[src/rtl/outsw_pkg.sv]
package outsw_pkg;
  localparam int FRAME_BITS = 16;
  localparam int ADDR_W     = 7;
  localparam int DATA_W     = 8;

  localparam logic [ADDR_W-1:0] A_GLB   = 7'h00;
  localparam logic [ADDR_W-1:0] A_POL   = 7'h05;
  localparam logic [ADDR_W-1:0] A_EN    = 7'h07;
  localparam logic [ADDR_W-1:0] A_FREQ0 = 7'h08;
  localparam logic [ADDR_W-1:0] A_WD    = 7'h14;

  localparam logic [1:0] MODE_NORMAL = 2'b01;
  localparam int         EN_LSB      = 4;

  typedef struct packed {
    logic              wr;
    logic [ADDR_W-1:0] addr;
    logic [DATA_W-1:0] data;
  } req_t;
endpackage

[src/rtl/outsw_sync.sv]
module outsw_sync #(
  parameter int               WIDTH   = 3,
  parameter int               STAGES  = 2,
  parameter logic [WIDTH-1:0] RST_VAL = '0
) (
  input  logic             clk,
  input  logic             rst,
  input  logic [WIDTH-1:0] d,
  output logic [WIDTH-1:0] q
);
  logic [WIDTH-1:0] st [STAGES];

  always_ff @(posedge clk) begin
    if (rst) begin
      for (int i = 0; i < STAGES; i++) st[i] <= RST_VAL;
    end else begin
      st[0] <= d;
      for (int i = 1; i < STAGES; i++) st[i] <= st[i-1];
    end
  end

  assign q = st[STAGES-1];
endmodule

[src/rtl/outsw_spi_shift.sv]
module outsw_spi_shift
  import outsw_pkg::*;
(
  input  logic                  clk,
  input  logic                  rst,
  input  logic                  sclk_s,
  input  logic                  cs_n_s,
  input  logic                  mosi_s,
  input  logic [FRAME_BITS-1:0] resp,
  output logic                  miso,
  output logic                  frame_done,
  output logic [FRAME_BITS-1:0] rx_word
);
  localparam int CNT_W = $clog2(FRAME_BITS + 1);
  localparam logic [CNT_W-1:0] LAST = CNT_W'(FRAME_BITS - 1);

  logic                  sclk_d, cs_d;
  logic [CNT_W-1:0]      bit_cnt;
  logic [FRAME_BITS-1:0] rx_sh, tx_sh;
  logic                  sclk_rise, sclk_fall, cs_fall;

  assign sclk_rise = sclk_s & ~sclk_d;
  assign sclk_fall = ~sclk_s & sclk_d;
  assign cs_fall   = ~cs_n_s & cs_d;

  always_ff @(posedge clk) begin
    if (rst) begin
      sclk_d     <= 1'b0;
      cs_d       <= 1'b1;
      bit_cnt    <= '0;
      rx_sh      <= '0;
      tx_sh      <= '0;
      frame_done <= 1'b0;
    end else begin
      sclk_d     <= sclk_s;
      cs_d       <= cs_n_s;
      frame_done <= 1'b0;
      if (cs_n_s) begin
        bit_cnt <= '0;
        tx_sh   <= '0;
      end else if (cs_fall) begin
        bit_cnt <= '0;
        tx_sh   <= resp;
      end else begin
        if (sclk_rise && bit_cnt <= LAST) begin
          rx_sh   <= {rx_sh[FRAME_BITS-2:0], mosi_s};
          bit_cnt <= bit_cnt + 1'b1;
          if (bit_cnt == LAST) frame_done <= 1'b1;
        end
        if (sclk_fall) tx_sh <= {tx_sh[FRAME_BITS-2:0], 1'b0};
      end
    end
  end

  assign miso    = tx_sh[FRAME_BITS-1];
  assign rx_word = rx_sh;
endmodule

[src/rtl/outsw_reg_bank.sv]
module outsw_reg_bank
  import outsw_pkg::*;
#(
  parameter int NCH = 4
) (
  input  logic                  clk,
  input  logic                  rst,
  input  logic                  frame_done,
  input  logic [FRAME_BITS-1:0] rx_word,
  output logic [FRAME_BITS-1:0] resp,
  output logic [1:0]            mode,
  output logic [NCH-1:0]        pol,
  output logic [NCH-1:0]        en,
  output logic [NCH*8-1:0]      freq,
  output logic [NCH*8-1:0]      duty,
  output logic [DATA_W-1:0]     wd,
  output logic                  wd_wr
);
  localparam logic [ADDR_W-1:0] A_DUTY0 = A_FREQ0 + ADDR_W'(NCH);

  req_t              req;
  logic              wr_stb;
  logic              rd_hit;
  logic [DATA_W-1:0] rd_val;

  assign req    = req_t'(rx_word);
  assign wr_stb = frame_done & req.wr;
  assign wd_wr  = wr_stb & (req.addr == A_WD);

  always_ff @(posedge clk) begin
    if (rst) begin
      mode <= '0;
      pol  <= '0;
      en   <= '0;
      wd   <= '0;
    end else if (wr_stb) begin
      if (req.addr == A_GLB) mode <= req.data[7:6];
      if (req.addr == A_POL) pol  <= req.data[NCH-1:0];
      if (req.addr == A_EN)  en   <= req.data[EN_LSB +: NCH];
      if (req.addr == A_WD)  wd   <= req.data;
    end
  end

  for (genvar g = 0; g < NCH; g++) begin : g_ch
    always_ff @(posedge clk) begin
      if (rst) begin
        freq[g*8 +: 8] <= '0;
        duty[g*8 +: 8] <= '0;
      end else if (wr_stb) begin
        if (req.addr == A_FREQ0 + ADDR_W'(g)) freq[g*8 +: 8] <= req.data;
        if (req.addr == A_DUTY0 + ADDR_W'(g)) duty[g*8 +: 8] <= req.data;
      end
    end
  end

  always_comb begin
    rd_hit = 1'b1;
    rd_val = '0;
    if (req.addr == A_GLB)      rd_val = {mode, 6'b0};
    else if (req.addr == A_POL) rd_val = DATA_W'(pol);
    else if (req.addr == A_EN)  rd_val = DATA_W'(en) << EN_LSB;
    else if (req.addr == A_WD)  rd_val = wd;
    else begin
      rd_hit = 1'b0;
      for (int i = 0; i < NCH; i++) begin
        if (req.addr == A_FREQ0 + ADDR_W'(i)) begin
          rd_hit = 1'b1;
          rd_val = freq[i*8 +: 8];
        end
        if (req.addr == A_DUTY0 + ADDR_W'(i)) begin
          rd_hit = 1'b1;
          rd_val = duty[i*8 +: 8];
        end
      end
    end
  end

  always_ff @(posedge clk) begin
    if (rst) resp <= '0;
    else if (frame_done) begin
      if (!req.wr && req.data[7] && rd_hit) resp <= {8'h00, rd_val};
      else                                  resp <= '0;
    end
  end
endmodule

[src/rtl/outsw_wdog.sv]
module outsw_wdog #(
  parameter int TICK = 1000,
  parameter int W    = 8
) (
  input  logic         clk,
  input  logic         rst,
  input  logic [W-1:0] reload,
  input  logic         kick,
  input  logic         cfg_wr,
  output logic         expired
);
  localparam int PW = (TICK > 1) ? $clog2(TICK) : 1;
  localparam logic [PW-1:0] PRE_LAST = PW'(TICK - 1);

  logic [PW-1:0] pre;
  logic [W-1:0]  units;

  always_ff @(posedge clk) begin
    if (rst) begin
      pre     <= '0;
      units   <= '0;
      expired <= 1'b0;
    end else if (cfg_wr || kick) begin
      pre   <= '0;
      units <= '0;
      if (cfg_wr) expired <= 1'b0;
    end else if (reload != '0 && !expired) begin
      if (pre == PRE_LAST) begin
        pre   <= '0;
        units <= units + 1'b1;
        if (units == reload - 1'b1) expired <= 1'b1;
      end else begin
        pre <= pre + 1'b1;
      end
    end
  end
endmodule

[src/rtl/outsw_spi_regs.sv]
module outsw_spi_regs
  import outsw_pkg::*;
#(
  parameter int NCH         = 4,
  parameter int TICK        = 1000,
  parameter int SYNC_STAGES = 2
) (
  input  logic             clk,
  input  logic             rst,
  input  logic             spi_sclk,
  input  logic             spi_cs_n,
  input  logic             spi_mosi,
  output logic             spi_miso,
  input  logic [NCH-1:0]   ch_in,
  output logic [NCH-1:0]   ch_en_o,
  output logic [NCH-1:0]   ch_pol_o,
  output logic [NCH*8-1:0] ch_freq_o,
  output logic [NCH*8-1:0] ch_duty_o,
  output logic             ovr_o,
  output logic [NCH-1:0]   ovr_level_o
);
  logic [2:0]            pins_s;
  logic                  frame_done;
  logic [FRAME_BITS-1:0] rx_word, resp_word;
  logic [1:0]            mode_w;
  logic [NCH-1:0]        pol_w, en_w;
  logic [NCH*8-1:0]      freq_w, duty_w;
  logic [DATA_W-1:0]     wd_w;
  logic                  wd_wr, expired;

  outsw_sync #(.WIDTH(3), .STAGES(SYNC_STAGES), .RST_VAL(3'b010)) u_sync (
    .clk(clk), .rst(rst),
    .d({spi_sclk, spi_cs_n, spi_mosi}),
    .q(pins_s)
  );

  outsw_spi_shift u_shift (
    .clk(clk), .rst(rst),
    .sclk_s(pins_s[2]), .cs_n_s(pins_s[1]), .mosi_s(pins_s[0]),
    .resp(resp_word), .miso(spi_miso),
    .frame_done(frame_done), .rx_word(rx_word)
  );

  outsw_reg_bank #(.NCH(NCH)) u_bank (
    .clk(clk), .rst(rst),
    .frame_done(frame_done), .rx_word(rx_word), .resp(resp_word),
    .mode(mode_w), .pol(pol_w), .en(en_w),
    .freq(freq_w), .duty(duty_w), .wd(wd_w), .wd_wr(wd_wr)
  );

  outsw_wdog #(.TICK(TICK), .W(DATA_W)) u_wdog (
    .clk(clk), .rst(rst),
    .reload(wd_w), .kick(frame_done), .cfg_wr(wd_wr),
    .expired(expired)
  );

  always_ff @(posedge clk) begin
    if (rst) begin
      ch_en_o     <= '0;
      ch_pol_o    <= '0;
      ch_freq_o   <= '0;
      ch_duty_o   <= '0;
      ovr_o       <= 1'b0;
      ovr_level_o <= '0;
    end else begin
      ch_en_o     <= (mode_w == MODE_NORMAL && !expired) ? en_w : '0;
      ch_pol_o    <= pol_w;
      ch_freq_o   <= freq_w;
      ch_duty_o   <= duty_w;
      ovr_o       <= expired;
      ovr_level_o <= expired ? ch_in : '0;
    end
  end
endmodule

[config.mk]
export PLATFORM = sky130hd
export DESIGN_NAME = outsw_spi_regs
export DESIGN_NICKNAME = d
export VERILOG_FILES = /design/src/rtl/outsw_pkg.sv /design/src/rtl/outsw_sync.sv /design/src/rtl/outsw_spi_shift.sv /design/src/rtl/outsw_reg_bank.sv /design/src/rtl/outsw_wdog.sv /design/src/rtl/outsw_spi_regs.sv
export SDC_FILE = /design/constraint.sdc
export NUM_CORES = 1
export LEC_CHECK = 0
export BUFFER_PORTS_ARGS = -buffer_cell sky130_fd_sc_hd__buf_2
export CAP_MARGIN = 10
export CORE_UTILIZATION = 40
export CTS_CLUSTER_DIAMETER = 100
export DETAILED_ROUTE_END_ITERATION = 12
export PLACE_DENSITY = 0.58
export SLEW_MARGIN = 20
export SYNTH_ARGS = -nofsm -noshare
export SYNTH_HDL_FRONTEND = slang
export SYNTH_SLANG_ARGS = --single-unit
[constraint.sdc]
create_clock -name clk -period 6.32 [get_ports clk]
set_clock_uncertainty 0.05 [all_clocks]
set_input_delay 0.316 -clock clk [delete_from_list [all_inputs] [get_ports clk]]
set_output_delay 0.316 -clock clk [all_outputs]
set_load 0.005 [all_outputs]
### After elaboration in Yosys (flattened, before gate mapping)

Memory sizes are Yosys's and may differ from the RTL's.
Cells that the tools add are included.

| operators by class | value |
|---|---|
| bitwise operators | 14 |
| add/sub/neg operators | 4 |
| equality and inequality tests | 16 |
| shifts and indexed selects | 0 |
| reductions and logical operators | 35 |
| div/mod/pow operators | 0 |
| order comparisons | 1 |
| multiply operators | 0 |
| multiplexer cells | 39 |

Operators by type and width:

| operator | count |
|---|---|
| $mux 8 | 13 |
| $eq 7x4->1 const B | 8 |
| $mux 16 | 2 |
| $reduce_and 2->1 | 13 |
| $mux 1 | 21 |
| $eq 7x3->1 const B | 2 |
| $add 10x1->10 const B | 1 |
| $eq 10x10->1 const B | 1 |
| $mux 10 | 1 |
| $add 8x1->8 const B | 1 |
| $eq 8x8->1 | 1 |
| $reduce_bool 2->1 | 4 |
| $reduce_bool 8->1 | 1 |
| $reduce_or 2->1 | 4 |
| $sub 8x1->8 const B | 1 |
| $eq 7x5->1 const B | 1 |
| $logic_not 7->1 | 1 |
| $not 1->1 | 7 |
| $mux 3 | 2 |
| $add 5x1->5 const B | 1 |
| $and 1x1->1 | 5 |
| $eq 5x4->1 const B | 1 |
| $le 5x4->1 const B | 1 |
| $logic_and 1x1->1 | 5 |
| other kinds (9) | 11 |

| word-level totals | value |
|---|---|
| bits in read-only memories | 0 |
| output and inout bits | 78 |
| logic and storage cells | 138 |
| bits of input ports | 9 |
| latch bits | 0 |
| memory bits (writable) | 6 |
| memories | 1 |
| register bits after elaboration | 234 |

Memory list:

| name | depth | bits a word | rd ports | clocked after memory_dff | write ports | RTL line | source |
|---|---|---|---|---|---|---|---|
| u_sync.st | 2 | 3 | 2 | 0 | 2 | outsw_sync.sv:11 | `logic [WIDTH-1:0] st [STAGES];` |

### Logic depth before layout (Yosys ltp)

Gate-level depths: netlist of the first run.

| depth | value |
|---|---|
| depth after elaboration | 15 |
| gate-level depth with buffers | 10 |
| mapped depth without buffers | 7 |

### Modules after synthesis

Synthesis of the first run repeated with hierarchy kept, for this count alone.

| second synthesis, totals | value |
|---|---|
| cell total of the unflattened synthesis | 999 |
| area total of the unflattened synthesis | 9,452.8 um^2 |

Modules (own cells, without submodules):

| module | seq. area each (um^2) | cells each | area each (um^2) | instances |
|---|---|---|---|---|
| outsw_reg_bank | 1,801.7 | 512 | 4,386.7 | 1 |
| outsw_spi_regs | 1,541.5 | 162 | 2,085.8 | 1 |
| outsw_spi_shift | 800.8 | 181 | 1,691.6 | 1 |
| outsw_wdog | 380.4 | 129 | 1,108.6 | 1 |
| outsw_sync | 120.1 | 15 | 180.2 | 1 |

### Least setup slack after synthesis of the first run

OpenSTA, ideal clock, no wires.

| timing | value |
|---|---|
| kind | reg2reg |
| from | register u_wdog.pre[0] |
| to | register u_wdog.units[6] |
| clock period less this slack | 2.139 ns |
| path buffers | 2 |
| setup slack | 4.181 ns |
| data required time | 6.200 ns |
| data arrival time | 2.019 ns |
| library setup time | 0.070 ns |
| cell stages (with the launch flop) | 9 |
| cell sequence | dfxtp_1 -> ha_1 -> nand4_1 -> or4_1 -> buf_2 -> or2_1 -> buf_6 -> or3_1 -> a21oi_1 |

| on the way | value |
|---|---|
| word-level cells in the longest chain between the ends | 2 |

Ends and longest elaborated chain:

| what | RTL line | source |
|---|---|---|
| start, declared | outsw_wdog.sv:15 | `logic [PW-1:0] pre;` |
| start signal, assigned | outsw_wdog.sv:33 | `pre <= pre + 1'b1;` |
| $eq 10x10->1 | outsw_wdog.sv:28 | `if (pre == PRE_LAST) begin` |
| $reduce_and 2->1 (no source line) | -- |  |
| end signal, assigned | outsw_wdog.sv:30 | `units <= units + 1'b1;` |
| end, declared | outsw_wdog.sv:16 | `logic [W-1:0] units;` |

Every way passes these cells.
A chain may end at the register's enable or synchronous reset.

### Worst setup path after layout of the first run

| timing | value |
|---|---|
| from | register u_shift.rx_sh[10], in the netlist u_shift.rx_word[10] |
| to | register u_bank.resp[3] |

| on the way | value |
|---|---|
| word-level cells in the longest chain between the ends | 15 |
| elaborated cells between the ends (all ways) | 38 |
| those cells by class | eq/ne (11); mux (25); reduce/logical (2) |

Ends and longest elaborated chain:

| what | RTL line | source |
|---|---|---|
| start, declared | outsw_spi_shift.sv:19 | `logic [FRAME_BITS-1:0] rx_sh, tx_sh;` |
| start signal, assigned | outsw_spi_shift.sv:46 | `rx_sh <= {rx_sh[FRAME_BITS-2:0], mosi_s};` |
| $eq 7x4->1 | outsw_reg_bank.sv:66 | `if (req.addr == A_FREQ0 + ADDR_W'(i)) begin` |
| $mux 1 | outsw_reg_bank.sv:66 |  |
| $mux 1 | outsw_reg_bank.sv:70 | `if (req.addr == A_DUTY0 + ADDR_W'(i)) begin` |
| $mux 1 | outsw_reg_bank.sv:66 |  |
| $mux 1 | outsw_reg_bank.sv:70 |  |
| $mux 1 | outsw_reg_bank.sv:66 |  |
| $mux 1 | outsw_reg_bank.sv:70 |  |
| $mux 1 | outsw_reg_bank.sv:66 |  |
| $mux 1 | outsw_reg_bank.sv:70 |  |
| $mux 1 | outsw_reg_bank.sv:62 | `else if (req.addr == A_WD) rd_val = wd;` |
| $mux 1 | outsw_reg_bank.sv:61 | `else if (req.addr == A_EN) rd_val = DATA_W'(en) << EN_LSB;` |
| $mux 1 | outsw_reg_bank.sv:60 | `else if (req.addr == A_POL) rd_val = DATA_W'(pol);` |
| $mux 1 | outsw_reg_bank.sv:59 | `if (req.addr == A_GLB) rd_val = {mode, 6'b0};` |
| $logic_and 1x1->1 | outsw_reg_bank.sv:81 | `if (!req.wr && req.data[7] && rd_hit) resp <= {8'h00, rd_val};` |
| $mux 8 * | outsw_reg_bank.sv:81 |  |
| end signal, assigned | outsw_reg_bank.sv:81 |  |
| end, declared | outsw_reg_bank.sv:10 | `output logic [FRAME_BITS-1:0] resp,` |

Every way passes the cells marked *; elsewhere a longest branch is shown, timed or not.

==> results.cfg, run 1 <==
[min_path]
min_to = ch_pol_o[0]
hold_path_startpoint = rst
hp-class = primary input to flop
min_path_cells = 2

[setup_path]
end_kind = flop
ff2ff_path_depth = 6
path_cells = buf_4, and3b_1, o21ai_1, a21oi_2, o311ai_0, o31ai_1
path_class = flop to flop
worstPathArrival_ns = 2.96
r2r_end = u_bank.resp[3]
crit_path_max_fanout = 26
worstSetupStartpointType = flop
critPathTopFamily = compound AO/OA/AOI/OAI gates
critPathSlowestCell = dfxtp_1
critPathBufInv = 1
cp.required_ns = 6.68
reg2reg_slack_ns = 3.72
max_stage_delay_ns = 0.76
rr_startpoint = u_shift.rx_word[10]

[drt]
vias_per_cell = 5.076
vias = 6644
ant_nets = 0
first_pass_iters = 4
wire_per_inst_um = 16.45
post-route-drc-count = 0
drt_wl_total_mm = 21.54
drt-initial-drc-count = 406

[sta]
period_minus_slack_ns = 2.600
tightestPinTransition_ns = 0.8934
period_share = 0.4113
finalSetupViolCount = 0
slew_headroom = 0.4044
finalHoldViolCount = 0
tns_ns = 0
drv_slew = 0
max_freq_mhz = 384.7
rsz0062_at_grt = false
fin_ws_ns = 3.720

[logic_synthesis]
synth_edf_count = 0
ys_ff_latch = 232
synth_ff_type = dfxtp_1
yosysUniqueCellTypes = 62
synth_fp_nets = 967
synthArstFlopShare = 0
yosysWarnings = 0
synthCells = 952
ys_seq_area_frac = 0.5171
synth_area_sq_um = 8982
syn_area_per_cell_sq_um = 9.435

[die]
die_w_um = 151.9
core_sq_um = 21890
die_height_um = 151.9
io_pins = 87
die-area_sq_um = 23060
initial_core_util = 0.4103
num_rows = 54

[power_and_ir_drop]
p_leak_nw = 3.950
power_density_nw_per_um2 = 272.3
vdd.ir_drop.worst_mv = 0.1725
total_power_mw = 2.819

[grt]
grt-ovfl-total = 0
grt_pass1_vias = 6201
grt_pass1_wl_mm = 34.83
track_usage = 0.1863
antenna_found_initial = 1
grt_max_degree = 95

[clock_network]
clkTransAtPathRegs_ns = 0.07
cts_made_buffers = 24
cts_tree = yes
clockRootBuffer = clkbuf_16
h-tree-depth = 1
numClockSinks = 232
cts_resized = 0
clk_latency_ns = 0.52
clk_path_buf_depth = 3

[placement]
io_buffer_count = 86
pre_cts_slack_ns = 3.769
gp_congestion = 0.9160
dp_hpwl_mm = 14.33

[layout]
nNetsFinal = 1028
syn2layout_area_growth_pct = 15.25
num_antenna_cells = 0
drive_gt1_frac = 0.1448

[flow_run]
drv_cap = 0

[outcome]
run_status = complete, no violations
==> worst max-delay path by stage <==
stage	startpoint	to	cells past startpoint
6_report	u_shift.rx_word[10]	u_bank.resp[3]	6
3_5_place_dp	u_shift.rx_word[10]	u_bank.resp[1]	6
2_1_floorplan	u_wdog.pre[0]	u_wdog.units[6]	8
3_3_place_gp	u_shift.rx_word[10]	u_bank.resp[1]	6
4_1_cts	u_shift.rx_word[10]	u_bank.resp[1]	6
5_1_grt	u_shift.rx_word[10]	u_bank.resp[2]	6
==> area by class of cell <==
type	instances	area, sq um
clock buffer	37	710.7
fill	2120	11540
clock inverter	5	25.02
tap	280	350.3
multi-input combinational	652	4070
timing repair buffer	96	525.5
sequential	232	4644
inverter	7	26.28
==> state kept, by name, indices dropped and copies added, names as in the netlist, 5 cells and up <==
name	count
u_bank.freq	32
u_bank.duty	32
ch_duty_o	32
u_sync.st	6
u_wdog.units	8
u_shift.bit_cnt	5
u_wdog.pre	10
u_shift.tx_sh	16
u_shift.rx_word	16
u_bank.resp	8
ch_freq_o	32
u_bank.wd	8
==> per-stage QoR <==
step	std cells	area, sq um	util	hold WS (ns)
3_5_place_dp	1260	9544	0.4360	0.3583
4_1_cts	1309	10350	0.4728	0.3490
5_1_grt	1309	10350	0.4729	0.3801
3_3_place_gp	1260	9544	0.4360	0.3595
2_1_floorplan	952	8982	-	0.3395
6_report	1309	10350	0.4729	0.3321
==> synthesized netlist by cell type, types with 7 or more instances <==
| library cell | instances | share of area |
|---|---|---|
| a21oi_1 | 45 | 0.025 |
| clkbuf_1 | 53 | 0.022 |
| a311oi_1 | 7 | 0.0068 |
| a211oi_1 | 7 | 0.0059 |
| o21ai_0 | 11 | 0.0061 |
| a22o_1 | 9 | 0.0088 |
| and2_1 | 10 | 0.0070 |
| dfxtp_1 | 232 | 0.52 |
| nand3_1 | 16 | 0.0089 |
| xnor2_1 | 18 | 0.018 |
| mux2i_1 | 81 | 0.090 |
| nand2_1 | 104 | 0.043 |
| nor2b_1 | 78 | 0.054 |
| o31ai_1 | 7 | 0.0059 |
| xor2_1 | 13 | 0.013 |
| nor2_1 | 130 | 0.054 |
| nor3_1 | 9 | 0.0050 |
==> cell usage in the layout, fill, tap and decap left out, types with 16 or more instances in the layout <==
| cell | Yosys | routed |
|---|---|---|
| a21oi_1 | 45 | 45 |
| dfxtp_1 | 232 | 232 |
| clkbuf_16 | 0 | 25 |
| nand2_1 | 104 | 104 |
| nor2b_1 | 78 | 77 |
| buf_2 | 6 | 85 |
| nand3_1 | 16 | 16 |
| nor2_1 | 130 | 130 |
| xnor2_1 | 18 | 18 |
| mux2i_1 | 81 | 81 |
==> metal layers <==
layer / wire [um] / vias up / track usage / share of wire
li1: - / 3341 / - / -
met1: 11110 / 3119 / 0.2858 / 0.52
met2: 9021 / 154 / 0.2673 / 0.42
met3: 1014 / 30 / 0.02966 / 0.047
met4: 391 / 0 / 0.05048 / 0.018
met5: 0 / - / 0 / 0
==> cell families (layout without fill, tap and decap cells) <==
group,Yosys count,count (layout),synth area share
buf+inv,68,145,0.03009
flops,232,232,0.5171
xor+xnor,31,31,0.03023
simple gates,406,406,0.2230
compound gates,121,121,0.08971
mux,88,88,0.1015
fa+ha+maj,6,6,0.008357
==> what timing repair did <==
action                                 CTS  global route
hold buffers                             7             0
setup buffers                            0             0
endpoints found under the hold margin    7             0
==> worst register-to-register path: cells and delay by family (launching register included) <==
kind | cells | cell delay (ns)
AOI/OAI and AO/OA | 4 | 1.03
DFF | 1 | 0.76
buffers and inverters | 1 | 0.41
and+or+nand+nor | 1 | 0.24
==> where the power goes <==
group	leakage, nW	internal (mW)	switching [mW]
combinational	1.72	0.00823	0.0259
clock	0.366	0.769	0.550
sequential	1.87	1.46	0.00108
Power figures use the tool's default switching activity.
==> run 2, diff against run 1 <==
--- a/config.mk
+++ b/config.mk
@@ -5,6 +5,7 @@
 export SDC_FILE = /design/constraint.sdc
 export NUM_CORES = 1
 export LEC_CHECK = 0
+export ABC_AREA = 1
 export BUFFER_PORTS_ARGS = -buffer_cell sky130_fd_sc_hd__buf_2
 export CAP_MARGIN = 10
 export CORE_UTILIZATION = 40
==> constraint.sdc (replaced) <==
create_clock -name clk -period 2.55 [get_ports clk]
set_clock_uncertainty 0.05 [all_clocks]
set_input_delay 0.1275 -clock clk [delete_from_list [all_inputs] [get_ports clk]]
set_output_delay 0.1275 -clock clk [all_outputs]
set_load 0.005 [all_outputs]
==> results.cfg, run 2 <==
[layout]
drive_gt1_frac = 0.1543
final_common_cell = dfxtp_1
syn2layout_area_growth_pct = 17.97
final_cell_mix = dfxtp_1 (232), nand2_1 (177), inv_1 (154), nor2_1 (128), a21oi_1 (127)
stdcell_count = 1524
nNetsFinal = 1243
final_core_util = 0.4818
num_antenna_cells = 0

[drt]
drt-initial-drc-count = 548
first_pass_iters = 5
ant_nets = 0
vias_per_cell = 4.856
post-route-drc-count = 0
vias = 7401
wire_per_inst_um = 14.61
drt_wl_total_mm = 22.27

[logic_synthesis]
synthArstFlopShare = 0
syn_area_per_cell_sq_um = 7.809
yosysMostFrequentCell = dfxtp_1
synth_area_leader_cell = dfxtp_1
synth_ff_type = dfxtp_1
synth_area_leaders = dfxtp_1 (52%), nand2_1 (7.4%), a21oi_1 (7.1%), o21ai_0 (6.9%), inv_1 (6.5%)
synthCells = 1145
synth_fp_nets = 1160
synth_edf_count = 0
ys_seq_area_frac = 0.5195
synth_top_area_share = 0.5195
yosysUniqueCellTypes = 43
synth_area_sq_um = 8941
synth_top_cells_by_count = dfxtp_1 (232), nand2_1 (177), inv_1 (155)
yosysWarnings = 0
ys_ff_latch = 232

[grt]
grt_max_degree = 49
grt_pass1_wl_mm = 35.30
grt-ovfl-total = 0
track_usage = 0.1976
grt_pass1_vias = 6667
antenna_found_initial = 0

[sta]
finalSetupViolCount = 0
rsz0062_at_grt = false
period_minus_slack_ns = 2.191
tns_ns = 0
slew_headroom = 0.5521
max_freq_mhz = 456.5
drv_slew = 0
finalHoldViolCount = 0
tightestPinTransition_ns = 0.6710
period_share = 0.8591

[setup_path]
rr_startpoint = u_shift.rx_word[11]
max_stage_delay_ns = 0.59
cp.required_ns = 2.90
worstSetupStartpointType = flop
end_kind = flop
path_cells = nand2_4, nor2_2, nand2_2, inv_1, nand2_1, nand2_1, nand2_1, nand2_1, nand3_1, nand2_1, nand2_1, nand2_1, nand2_1, nand2_1, nand2_1
reg2reg_slack_ns = 0.36
startpoint = u_shift.rx_word[11]
worstPathArrival_ns = 2.54
r2r_end = u_bank.resp[3]
path_class = flop to flop
critPathSlowestCell = dfxtp_1
ff2ff_path_depth = 15
crit_path_max_fanout = 12
endpoint = u_bank.resp[3]
crit_top_cell = nand2_1

[power_and_ir_drop]
p_switching_mw = 1.527
power_density_nw_per_um2 = 724.6
p_leak_nw = 4.425
p_clk_frac = 0.508
pwr-share-comb = 0.017
p_sw_frac = 0.1999
pwr-share-seq = 0.476
vdd.ir_drop.worst_mv = 0.3614
intPower_mw = 6.115

[clock_network]
clkTransAtPathRegs_ns = 0.07
cts_tree = yes
clockRootBuffer = clkbuf_16
clk_latency_ns = 0.52
clk_path_buf_depth = 3
h-tree-depth = 1
postCtsSetupBuffers = 0
cts_made_buffers = 25
numClockSinks = 232

[die]
die_height_um = 151.5
initial_core_util = 0.4084
die_w_um = 151.5
num_rows = 54
core_sq_um = 21890
die-area_sq_um = 22960
io_pins = 87

[min_path]
hp-class = primary input to flop

[flow_run]
drv_cap = 0

[placement]
dp_hpwl_mm = 15.40
gp_congestion = 0.8603
io_buffer_count = 86
post-place-cells = 1472

[outcome]
run_status = complete, no violations
==> run 2: cell count changes after synthesis, moves of 10 or more <==
cell	change
a21oi_1	+82
and2_1	-10
clkbuf_1	-31
inv_1	+149
inv_2	+13
mux2i_1	-81
nand2_1	+73
nor2b_1	-78
o21ai_0	+112
o21ai_1	+15
xnor2_1	-14
==> run 2: area by class of cell <==
type	count	area (sq um)
Fill cell	2225	11340
Timing Repair Buffer	103	593.1
Clock inverter	10	181.4
Inverter	170	639.4
Tap cell	280	350.3
Sequential cell	232	4644
Clock buffer	33	705.7
Multi-Input combinational cell	696	3433
==> run 2: logic make-up (layout without fill, tap and decap cells) <==
group,Yosys count,count (layout),synth area share
and+or+nand+nor,395,395,0.1991
AOI/OAI and AO/OA,286,286,0.1676
DFF,232,232,0.5195
buffers and inverters,217,316,0.09656
xor gates and xnor gates,9,9,0.008815
adders and majority gates,6,6,0.008396
==> run 2: stage by stage <==
step           area [sq um]  power [mW]  hold WS (ns)  setup WS, ns
2_1_floorplan          8941       3.800        0.1813        0.7774
3_3_place_gp           9570       3.834        0.2683        0.4524
3_5_place_dp           9570       3.835        0.2637        0.4631
4_1_cts               10550       7.724        0.2719        0.4410
5_1_grt               10550       7.916        0.2893        0.2355
6_report              10550       7.642        0.2893        0.3593
==> run 2: routing by layer <==
| layer | vias to the layer above | GRT usage | share of wire |
|---|---|---|---|
| met5 | - | 0 | 0 |
| met4 | 0 | 0.05000 | 0.020 |
| met3 | 31 | 0.03054 | 0.069 |
| met2 | 191 | 0.3041 | 0.44 |
| met1 | 3364 | 0.2868 | 0.48 |
| li1 | 3815 | - | - |
==> run 2: power groups by stage <==
stage | clock network (mW) | logic [mW] | registers [mW]
detailed placement | 0 | 0.120 | 3.71
floorplan | 0 | 0.0869 | 3.71
CTS | 3.96 | 0.131 | 3.63
global placement | 0 | 0.119 | 3.71
finish | 3.88 | 0.129 | 3.63
global route | 4.14 | 0.147 | 3.63
==> run 2: how the worst min path moves through the flow <==
stage | start | endpoint | slack [ns] | depth (start not counted)
3_3_place_gp | spi_cs_n | u_sync.st[0][1] | 0.27 | 2
3_5_place_dp | spi_cs_n | u_sync.st[0][1] | 0.26 | 2
5_1_grt | spi_cs_n | u_sync.st[0][1] | 0.29 | 3
6_report | spi_cs_n | u_sync.st[0][1] | 0.29 | 3
2_1_floorplan | spi_cs_n | u_sync.st[0][1] | 0.18 | 1
4_1_cts | spi_cs_n | u_sync.st[0][1] | 0.27 | 3
==> run 2: what timing repair did <==
action | 4_1_cts | 5_1_grt
hold buffers | 9 | 0
gates resized for setup | 0 | 0
hold endpoints to repair | 11 | 0
endpoints found under the setup margin | 0 | 0
==> run 2: critical path: cells and delay by family, from the launching register on <==
family | cells | cell delay, ns
buffers and inverters | 1 | 0.21
flip-flops | 1 | 0.59
AND/OR/NAND/NOR | 14 | 1.22
